$ cat src/rtl/arcd_pkg.sv
package arcd_pkg;

  typedef enum logic [1:0] {
    SPD_SINGLE = 2'd0,
    SPD_DOUBLE = 2'd1,
    SPD_QUAD   = 2'd2
  } speed_e;

  localparam int unsigned NUM_RATIOS = 8;
  localparam int unsigned CODE_W     = $clog2(NUM_RATIOS);

  // Master-clock cycles per frame for each ratio code; codes ascend with the ratio.
  function automatic int unsigned ratio_of(input int unsigned code);
    case (code)
      0:       return 64;
      1:       return 96;
      2:       return 128;
      3:       return 192;
      4:       return 256;
      5:       return 384;
      6:       return 512;
      default: return 768;
    endcase
  endfunction

  // Slowest mode that allows the ratio wins.
  function automatic speed_e speed_of(input int unsigned code);
    if (code >= 4)      return SPD_SINGLE;
    else if (code >= 2) return SPD_DOUBLE;
    else                return SPD_QUAD;
  endfunction

endpackage

$ cat src/rtl/arcd_rst_sync.sv
module arcd_rst_sync #(
  parameter int unsigned STAGES = 2
) (
  input  logic clk,
  input  logic rst_n,
  output logic rst_q_n
);
  logic [STAGES-1:0] chain;

  always_ff @(posedge clk or negedge rst_n) begin
    if (!rst_n) chain <= '0;
    else        chain <= {chain[STAGES-2:0], 1'b1};
  end

  assign rst_q_n = chain[STAGES-1];
endmodule

$ cat src/rtl/arcd_edge_sync.sv
module arcd_edge_sync #(
  parameter int unsigned STAGES = 2
) (
  input  logic clk,
  input  logic rst_n,
  input  logic async_i,
  output logic rise_o
);
  logic [STAGES-1:0] chain;
  logic              last_q;

  always_ff @(posedge clk or negedge rst_n) begin
    if (!rst_n) begin
      chain  <= '0;
      last_q <= 1'b0;
    end else begin
      chain  <= {chain[STAGES-2:0], async_i};
      last_q <= chain[STAGES-1];
    end
  end

  assign rise_o = chain[STAGES-1] & ~last_q;
endmodule

$ cat src/rtl/arcd_period_ctr.sv
module arcd_period_ctr #(
  parameter int unsigned CNT_W = 12
) (
  input  logic             clk,
  input  logic             rst_n,
  input  logic             rise_i,
  output logic             stb_o,
  output logic [CNT_W-1:0] meas_o
);
  localparam logic [CNT_W-1:0] CNT_MAX = '1;
  localparam logic [CNT_W-1:0] CNT_ONE = CNT_W'(1);

  logic [CNT_W-1:0] cnt_q, cnt_nx;
  logic [CNT_W-1:0] meas_q, meas_nx;
  logic             primed_q, primed_nx;
  logic             stb_q, stb_nx;

  always_comb begin
    cnt_nx    = cnt_q;
    meas_nx   = meas_q;
    primed_nx = primed_q | rise_i;
    stb_nx    = rise_i & primed_q;
    if (rise_i) begin
      meas_nx = cnt_q;
      cnt_nx  = CNT_ONE;
    end else if (cnt_q != CNT_MAX) begin
      cnt_nx = cnt_q + CNT_ONE;
    end
  end

  always_ff @(posedge clk or negedge rst_n) begin
    if (!rst_n) begin
      cnt_q    <= '0;
      meas_q   <= '0;
      primed_q <= 1'b0;
      stb_q    <= 1'b0;
    end else begin
      cnt_q    <= cnt_nx;
      meas_q   <= meas_nx;
      primed_q <= primed_nx;
      stb_q    <= stb_nx;
    end
  end

  assign stb_o  = stb_q;
  assign meas_o = meas_q;
endmodule

$ cat src/rtl/arcd_classify.sv
module arcd_classify
  import arcd_pkg::*;
#(
  parameter int unsigned CNT_W = 12,
  parameter int unsigned TOL   = 2
) (
  input  logic [CNT_W-1:0]  meas_i,
  output logic              hit_o,
  output logic [CODE_W-1:0] code_o,
  output logic [1:0]        speed_o
);
  logic [NUM_RATIOS-1:0] in_win;
  logic [CNT_W:0]        meas_x;

  assign meas_x = {1'b0, meas_i};

  for (genvar g = 0; g < NUM_RATIOS; g++) begin : g_win
    localparam logic [CNT_W:0] LO = (CNT_W+1)'(ratio_of(g) - TOL);
    localparam logic [CNT_W:0] HI = (CNT_W+1)'(ratio_of(g) + TOL);
    assign in_win[g] = (meas_x >= LO) && (meas_x <= HI);
  end

  always_comb begin
    hit_o   = 1'b0;
    code_o  = '0;
    speed_o = SPD_SINGLE;
    for (int i = 0; i < NUM_RATIOS; i++) begin
      if (in_win[i] && !hit_o) begin
        hit_o   = 1'b1;
        code_o  = CODE_W'(i);
        speed_o = speed_of(i);
      end
    end
  end
endmodule

$ cat src/rtl/audio_ratio_detect.sv
module audio_ratio_detect
  import arcd_pkg::*;
#(
  parameter int unsigned CNT_W       = 12,
  parameter int unsigned TOL         = 2,
  parameter int unsigned SYNC_STAGES = 2
) (
  input  logic       mclk,
  input  logic       rst_n,
  input  logic       lrck_in,
  output logic       ratio_valid,
  output logic       ratio_err,
  output logic [2:0] ratio_code,
  output logic [1:0] speed_code
);
  logic             rst_q_n;
  logic             frame_rise;
  logic             meas_stb;
  logic [CNT_W-1:0] meas;
  logic             hit;
  logic [2:0]       cls_code;
  logic [1:0]       cls_speed;

  arcd_rst_sync #(.STAGES(SYNC_STAGES)) u_rst (
    .clk(mclk), .rst_n(rst_n), .rst_q_n(rst_q_n)
  );

  arcd_edge_sync #(.STAGES(SYNC_STAGES)) u_sync (
    .clk(mclk), .rst_n(rst_q_n), .async_i(lrck_in), .rise_o(frame_rise)
  );

  arcd_period_ctr #(.CNT_W(CNT_W)) u_ctr (
    .clk(mclk), .rst_n(rst_q_n), .rise_i(frame_rise),
    .stb_o(meas_stb), .meas_o(meas)
  );

  arcd_classify #(.CNT_W(CNT_W), .TOL(TOL)) u_cls (
    .meas_i(meas), .hit_o(hit), .code_o(cls_code), .speed_o(cls_speed)
  );

  logic       valid_q, valid_nx;
  logic       err_q, err_nx;
  logic [2:0] code_q, code_nx;
  logic [1:0] spd_q, spd_nx;
  logic       prev_ok_q, prev_ok_nx;

  always_comb begin
    valid_nx   = valid_q;
    err_nx     = err_q;
    code_nx    = code_q;
    spd_nx     = spd_q;
    prev_ok_nx = prev_ok_q;
    if (meas_stb) begin
      if (!hit) begin
        err_nx     = 1'b1;
        valid_nx   = 1'b0;
        prev_ok_nx = 1'b0;
      end else begin
        err_nx     = 1'b0;
        valid_nx   = prev_ok_q && (code_q == cls_code);
        code_nx    = cls_code;
        spd_nx     = cls_speed;
        prev_ok_nx = 1'b1;
      end
    end
  end

  always_ff @(posedge mclk or negedge rst_q_n) begin
    if (!rst_q_n) begin
      valid_q   <= 1'b0;
      err_q     <= 1'b0;
      code_q    <= '0;
      spd_q     <= '0;
      prev_ok_q <= 1'b0;
    end else begin
      valid_q   <= valid_nx;
      err_q     <= err_nx;
      code_q    <= code_nx;
      spd_q     <= spd_nx;
      prev_ok_q <= prev_ok_nx;
    end
  end

  assign ratio_valid = valid_q;
  assign ratio_err   = err_q;
  assign ratio_code  = code_q;
  assign speed_code  = spd_q;
endmodule

$ cat config.mk
export PLATFORM = sky130hd
export DESIGN_NAME = audio_ratio_detect
export DESIGN_NICKNAME = d
export VERILOG_FILES = /design/src/rtl/arcd_pkg.sv /design/src/rtl/arcd_rst_sync.sv /design/src/rtl/arcd_edge_sync.sv /design/src/rtl/arcd_period_ctr.sv /design/src/rtl/arcd_classify.sv /design/src/rtl/audio_ratio_detect.sv
export SDC_FILE = /design/constraint.sdc
export NUM_CORES = 1
export LEC_CHECK = 0
export BUFFER_PORTS_ARGS = -buffer_cell sky130_fd_sc_hd__buf_4
export CORE_MARGIN = 1.5
export CORE_UTILIZATION = 50
export DETAILED_ROUTE_END_ITERATION = 12
export PLACE_DENSITY = 0.76
export SYNTH_ARGS = -nofsm -noshare
export SYNTH_HDL_FRONTEND = slang
export SYNTH_SLANG_ARGS = --single-unit
export TNS_END_PERCENT = 10
$ cat constraint.sdc
create_clock -name mclk -period 2.5 [get_ports mclk]
set_input_delay 0.375 -clock mclk [delete_from_list [all_inputs] [get_ports mclk]]
set_output_delay 0.375 -clock mclk [all_outputs]
set_load 0.03 [all_outputs]
==> metrics.yaml, run 1 <==
status: "complete, no violations"
hold_class: "in -> reg"
setup_violations: 0
initial_utilization_pct: 52.71
portBuffers: 9
cts_max_level: 2
reg2reg_slack_ns: 0.28
critPathCaptureType: "flip-flop"
reg2regPathDepth: 6
drc: 0
synthCells: 176
r2r_start: "u_ctr.meas_o[0]$_DFFE_PN0P_"
num-nets-final: 192
cp-start-kind: "flip-flop"
grtUsageTotal_pct: 17.33
cts.path.max_buffers: 2
clock_latency_ns: 0.29
ir_worst_vdd_mv: 0.3999
fin_crit_sh_pct: 88.66
grt_pass1_wl_um: 5595
drv_cap: 0
yosysUniqueCellTypes: 51
grt.overflow.total: 0
fin_setup_tns_ns: 0
wl_um: 3308
crit_path_cell_trace: "a2111oi_4 > a22oi_1 > o32a_1 > o211a_2 > mux2_4 > a211oi_2"
required_ns: 2.71
num_rows: 22
fin_area_um2: 2148
clkSlewWorstSetupHoldPaths_ns: 0.08
synth.avg_cell_area_um2: 11.05
synthesis.nets: 180
power_density_nw_per_um2: 722.2
hold_viol_final: 0
worstPathArrival_ns: 2.42
crit_fanout: 7
p_leak_nw: 0.9574
async_flop_share_pct: 100.0
cts_resized: 0
grt_antenna_before_repair: 0
synth.top_cells.by_count: "dfrtp_1 (39), nand2_1 (16), mux2_2 (13), nor2_1 (12), o21ai_0 (9)"
syn2layout_area_growth_pct: 10.49
design.die.area_um2: 4272
gp_congestion: 0.8697
drtAntennaViolNets: 0
diodes: 0
fill_cells: 324
hp-start: "lrck_in"
ys_seq_elements: 39
synth-edff-count: 0
yosys-top-cells-area: "dfrtp_1 (50%), mux2_2 (7.5%), mux2i_1 (3.6%)"
netlist_area_um2: 1944
place_area_um2: 2021
yosys.area.top_type: "dfrtp_1"
via_count: 1378
use_met1_pct: 21.54
r2r_end: "ratio_valid$_DFFE_PN0P_"
synth_top_area_share_pct: 50.19
drive_above_1_share_pct: 23.81
synth.most_common_cell: "dfrtp_1"
maxSlewViolCount: 0
grt_pass1_vias: 1277
slowest_stage: "a2111oi_4"
rsz0062_at_grt: "no"
routed_via_density: 5.814
holdPathEnd: "u_sync.chain[0]$_DFF_PN0_"
regArea_um2: 975.9
multi_input_area_um2: 872.1
numCtsBuffers: 5
boundaryPins: 10
drt-initial-drc-count: 58
fmax_mhz: 451.2
tritoncts: "built"
hold_path_depth: 1
root_buffer: "clkbuf_8"
dieWidth_um: 65.36
clock_skew_ns: 0.01164
ys_seq_area_share_pct: 50.19
worstSetupPathType: "reg -> reg"
met2_usage_pct: 27.17
cpPeakStageDelay_ns: 0.56
synth_ff_type: "dfrtp_1"
fin_crit_ns: 2.217
ys_warn_count: 0
use_met3_pct: 5.479
dr.pass1.iters: 4
cts_sinks: 39
core_um2: 3689
grt_max_degree: 38
routedWlPerCell_um: 13.96
post-route-util_pct: 58.24
fp.dieH_um: 65.36
hpwl_um: 2367
busiest_layer: "met2"
sequential cells by signal, summed over array words and instances, names as in the netlist:
signal / count
u_ctr.cnt_q: 12
u_ctr.meas_o: 12
ratio_code: 3
speed_code: 2
u_rst.chain: 2
u_sync.chain: 2
prev_ok_q: 1
ratio_err: 1
ratio_valid: 1
u_ctr.primed_q: 1
u_ctr.stb_o: 1
u_sync.last_q: 1
final cells by class:
type                    instances  share of cell area, %
repair buffers                 13                  4.659
inverters                       6                  1.048
flip-flops and latches         39                  45.43
clock inverters                 2                  1.631
well taps                      48                  2.796
multi-input cells             123                  40.59
clock buffers                   6                  3.844
metrics by stage:
stage | total power [mW] | cells | hold WS, ns | setup WS (ns)
after CTS | 1.560 | 237 | 0.1783 | 0.3069
after detailed placement | 1.022 | 228 | 0.1577 | 0.3207
after global placement | 1.006 | 228 | 0.1570 | 0.3839
after floorplan | 0.9599 | 176 | 0.07941 | 0.4062
after global routing | 1.628 | 237 | 0.1687 | 0.1128
final | 1.551 | 237 | 0.1833 | 0.2835
worst max-delay path by stage:
| stage | start | cells past startpoint | end |
|---|---|---|---|
| after floorplan | u_ctr.meas_o[6]$_DFFE_PN0P_ | 7 | speed_code[0]$_DFFE_PN0P_ |
| after global placement | u_ctr.meas_o[11]$_DFFE_PN0P_ | 6 | ratio_valid$_DFFE_PN0P_ |
| after detailed placement | u_ctr.meas_o[11]$_DFFE_PN0P_ | 6 | ratio_valid$_DFFE_PN0P_ |
| after CTS | u_ctr.meas_o[11]$_DFFE_PN0P_ | 6 | ratio_valid$_DFFE_PN0P_ |
| after global routing | u_ctr.meas_o[0]$_DFFE_PN0P_ | 6 | ratio_valid$_DFFE_PN0P_ |
| final | u_ctr.meas_o[0]$_DFFE_PN0P_ | 6 | ratio_valid$_DFFE_PN0P_ |
power breakdown:
group | internal (mW) | total [mW] | switching, mW | leakage (nW)
sequential | 0.695 | 0.788 | 0.0931 | 0.509
combinational | 0.111 | 0.227 | 0.117 | 0.387
clock | 0.323 | 0.536 | 0.213 | 0.0612
total | 1.13 | 1.55 | 0.423 | 0.957
cells by family (layout without fill, tap and decap cells):
logic type               count (synthesis)  after routing  synth area share (%)
AND/OR/NAND/NOR                         63             63                 17.05
flip-flops                              39             39                 50.19
AO/OA/AOI/OAI                           32             32                 12.81
multiplexers                            21             21                 11.90
buffers and inverters                   14             27                 4.954
XOR/XNOR                                 5              5                 2.252
adder cells (fa/ha/maj)                  1              1                0.6434
other                                    1              1                0.1929
layer usage:
layer / share of wire (%) / vias to the layer above
met5: 0 / -
met4: 2.3 / 0
met3: 4.0 / 12
met2: 49 / 40
met1: 45 / 663
li1: - / 663
worst max-delay path: cells and delay by family (launching register included):
kind           cells  cell delay (ns)
flip-flops         1             0.43
AO/OA/AOI/OAI      5             1.39
multiplexers       1             0.30
placed cells by master, fill, tap and decap left out, types with 2 or more instances in the layout:
master / instances
buf_4: 12
and2b_2: 2
nand2b_1: 2
a31oi_1: 2
mux2_2: 13
nand2_1: 16
nand3b_1: 2
xor2_1: 4
mux2i_1: 7
a32oi_1: 2
and4_1: 2
nand3_1: 4
dfrtp_1: 39
a21oi_1: 5
nand4b_1: 2
o21ai_0: 9
nor3_1: 6
nor2_1: 12
clkbuf_8: 6
nand4_1: 4
or3_1: 5
inv_1: 6
timing repair:
action | CTS | global route
hold endpoints to repair | 2 | 0
hold buffers | 1 | 0
buffers inserted | 0 | 0
(Power assumes the default switching activity.)
==> run 2, diff against run 1 <==
BUFFER_PORTS_ARGS = not set   (was -buffer_cell sky130_fd_sc_hd__buf_4)
DONT_BUFFER_PORTS = 1   (was not set)
PLACE_DENSITY = 0.74   (was 0.76)
==> metrics.yaml, run 2 (synthesis results as in run 1) <==
gp_congestion: 0.8081  # -7.1%
syn2layout_area_growth_pct: 7.786
slew_headroom_pct: 62.03
tritoncts: "built"
hold_viol_final: 0  # unchanged
setup_violations: 0  # unchanged
fin_cells: 230  # -3.0%
worstPathArrival_ns: 2.41  # about the same
reg2regPathDepth: 6  # unchanged
drive_above_1_share_pct: 20.88  # -2.9 points
fp.dieH_um: 65.36  # unchanged
dr.pass1.iters: 4  # unchanged
place_ws_ns: 0.3293  # +0.008606 ns
cpPeakStageDelay_ns: 0.54  # -0.02 ns
maxSlewViolCount: 0  # unchanged
wl_um: 3545  # +7.2%
ir_worst_vdd_mv: 0.4219  # +5.5%
grt_antenna_before_repair: 0  # unchanged
p_clk_share_pct: 34.3  # -0.3 points
hold_path_depth: 0  # -1
layout_commonest_cell: "dfrtp_1"
use_met3_pct: 3.767  # -1.7 points
p_sw_share_pct: 27.22  # -0.050 points
cts_max_level: 2  # unchanged
fin_crit_sh_pct: 88.35  # -0.31 points
tightest_slew_ns: 0.5696
root_buffer: "clkbuf_8"
timing.final.ws_setup_ns: 0.2913  # +0.007860 ns
status: "complete, no violations"
met2_usage_pct: 33.93  # +6.8 points
clock_skew_ns: 0.002290  # -0.009347 ns
busiest_layer: "met2"
routedWlPerCell_um: 15.41  # +10%
routed_via_density: 5.887  # +1.2%
clock_latency_ns: 0.28  # about the same
diodes: 0  # unchanged
fmax_mhz: 452.8  # +0.36%
cts_sinks: 39  # unchanged
final_cell_mix: "dfrtp_1 (39), nand2_1 (16), mux2_2 (13), nor2_1 (12), o21ai_0 (9)"
use_met1_pct: 22.29  # +0.74 points
p_leak_nw: 0.9206  # -3.8%
core_um2: 3689  # unchanged
initial_utilization_pct: 52.71  # unchanged
worstSetupPathType: "reg -> reg"
cts.path.max_buffers: 2  # unchanged
design.die.area_um2: 4272  # unchanged
seq_power_share_pct: 51.8  # +1.0 points
dieWidth_um: 65.36  # unchanged
grtUsageTotal_pct: 19.02  # +1.7 points
fin_setup_tns_ns: 0  # unchanged
p_int_mw: 1.124  # -0.37%
dpl.cell_count: 221  # -3.1%
num_rows: 22  # unchanged
cp-start-kind: "flip-flop"
boundaryPins: 10  # unchanged
drt-initial-drc-count: 46  # -21%
drc: 0  # unchanged
portBuffers: 0  # -9
num-nets-final: 185  # -3.6%
hold_class: "in -> reg"
numCtsBuffers: 5  # unchanged
power_density_nw_per_um2: 737.0  # +2.1%
crit_path_cell_trace: "a2111oi_4 > a22oi_1 > o32a_1 > o211a_2 > mux2_4 > a211oi_2"
drv_cap: 0  # unchanged
crit_fanout: 7  # unchanged
fin_crit_ns: 2.209  # -0.007860 ns
drtAntennaViolNets: 0  # unchanged
hpwl_um: 2610  # +10%
critPathCaptureType: "flip-flop"
via_count: 1354  # -1.7%
slowest_stage: "a2111oi_4"
combinationalPowerShare_pct: 13.8  # -0.8 points
grt_pass1_wl_um: 6168  # +10%
p_switching_mw: 0.4205  # -0.62%
rsz0062_at_grt: "no"
required_ns: 2.70  # about the same
grt_pass1_vias: 1358  # +6.3%
grt.overflow.total: 0  # unchanged
post_cts_buffers: 0  # unchanged
clkSlewWorstSetupHoldPaths_ns: 0.07  # about the same
grt_max_degree: 28  # -26%
## run 2: changes by cell type in the layout (fill, tap and decap cells not counted)
| cell | before | now |
|---|---|---|
| buf_4 | 12 | 5 |
## run 2: per-layer routing
| metal | vias up | wire length [µm] |
|---|---|---|
| met2 | 22 | 1802 |
| met5 | - | 0 |
| met1 | 678 | 1562 |
| met3 | 5 | 120 |
| met4 | 0 | 60 |
| li1 | 649 | - |
## run 2: what timing repair did
action | 4_1_cts | 5_1_grt
endpoints found under the hold margin | 2 | 0
resized for setup | 0 | 0
hold buffers | 1 | 0
## run 2: metrics by stage
step	area (µm²)	utilization [%]	power [mW]	hold WS [ns]
after floorplan	1944	-	0.9599	0.07941
after global placement	1968	53.36	1.009	0.07945
after detailed placement	1968	53.36	1.023	0.07946
after CTS	2096	56.82	1.562	0.1067
after global routing	2096	56.82	1.623	0.09820
final	2096	56.82	1.545	0.1121
## run 2: worst paths after layout
path	start	endpoint	slack [ns]
worst max-delay path	u_ctr.meas_o[3]$_DFFE_PN0P_	ratio_valid$_DFFE_PN0P_	0.29
worst min register to register	u_rst.chain[1]$_DFF_PN0_	u_ctr.cnt_q[9]$_DFFE_PN0P_	0.24
min in group asynchronous	u_rst.chain[1]$_DFF_PN0_	u_ctr.cnt_q[9]$_DFFE_PN0P_	0.24
worst max register to register	u_ctr.meas_o[3]$_DFFE_PN0P_	ratio_valid$_DFFE_PN0P_	0.29
max in group asynchronous	u_rst.chain[1]$_DFF_PN0_	ratio_valid$_DFFE_PN0P_	1.69
worst min-delay path	lrck_in	u_sync.chain[0]$_DFF_PN0_	0.11
## run 2: critical path: cells and delay by family, from the launching register on
kind	cells	cell delay, ns
flip-flops	1	0.44
multiplexers	1	0.30
AO/OA/AOI/OAI	5	1.38
## run 2: final cells by class
type / instances / area, µm²
Clock buffer: 6 / 82.58
Clock inverter: 2 / 35.03
Fill cell: 345 / 1593
Inverter: 6 / 22.52
Multi-Input combinational cell: 123 / 872.1
Sequential cell: 39 / 975.9
Tap cell: 48 / 60.06
Timing Repair Buffer: 6 / 47.55
## run 2: power by group through the flow
| stage | combinational, mW | clock, mW | sequential (mW) |
|---|---|---|---|
| 4_1_cts | 0.215 | 0.547 | 0.799 |
| 3_3_place_gp | 0.205 | 0 | 0.804 |
| 6_report | 0.213 | 0.530 | 0.801 |
| 5_1_grt | 0.242 | 0.570 | 0.811 |
| 3_5_place_dp | 0.211 | 0 | 0.812 |
| 2_1_floorplan | 0.170 | 0 | 0.789 |
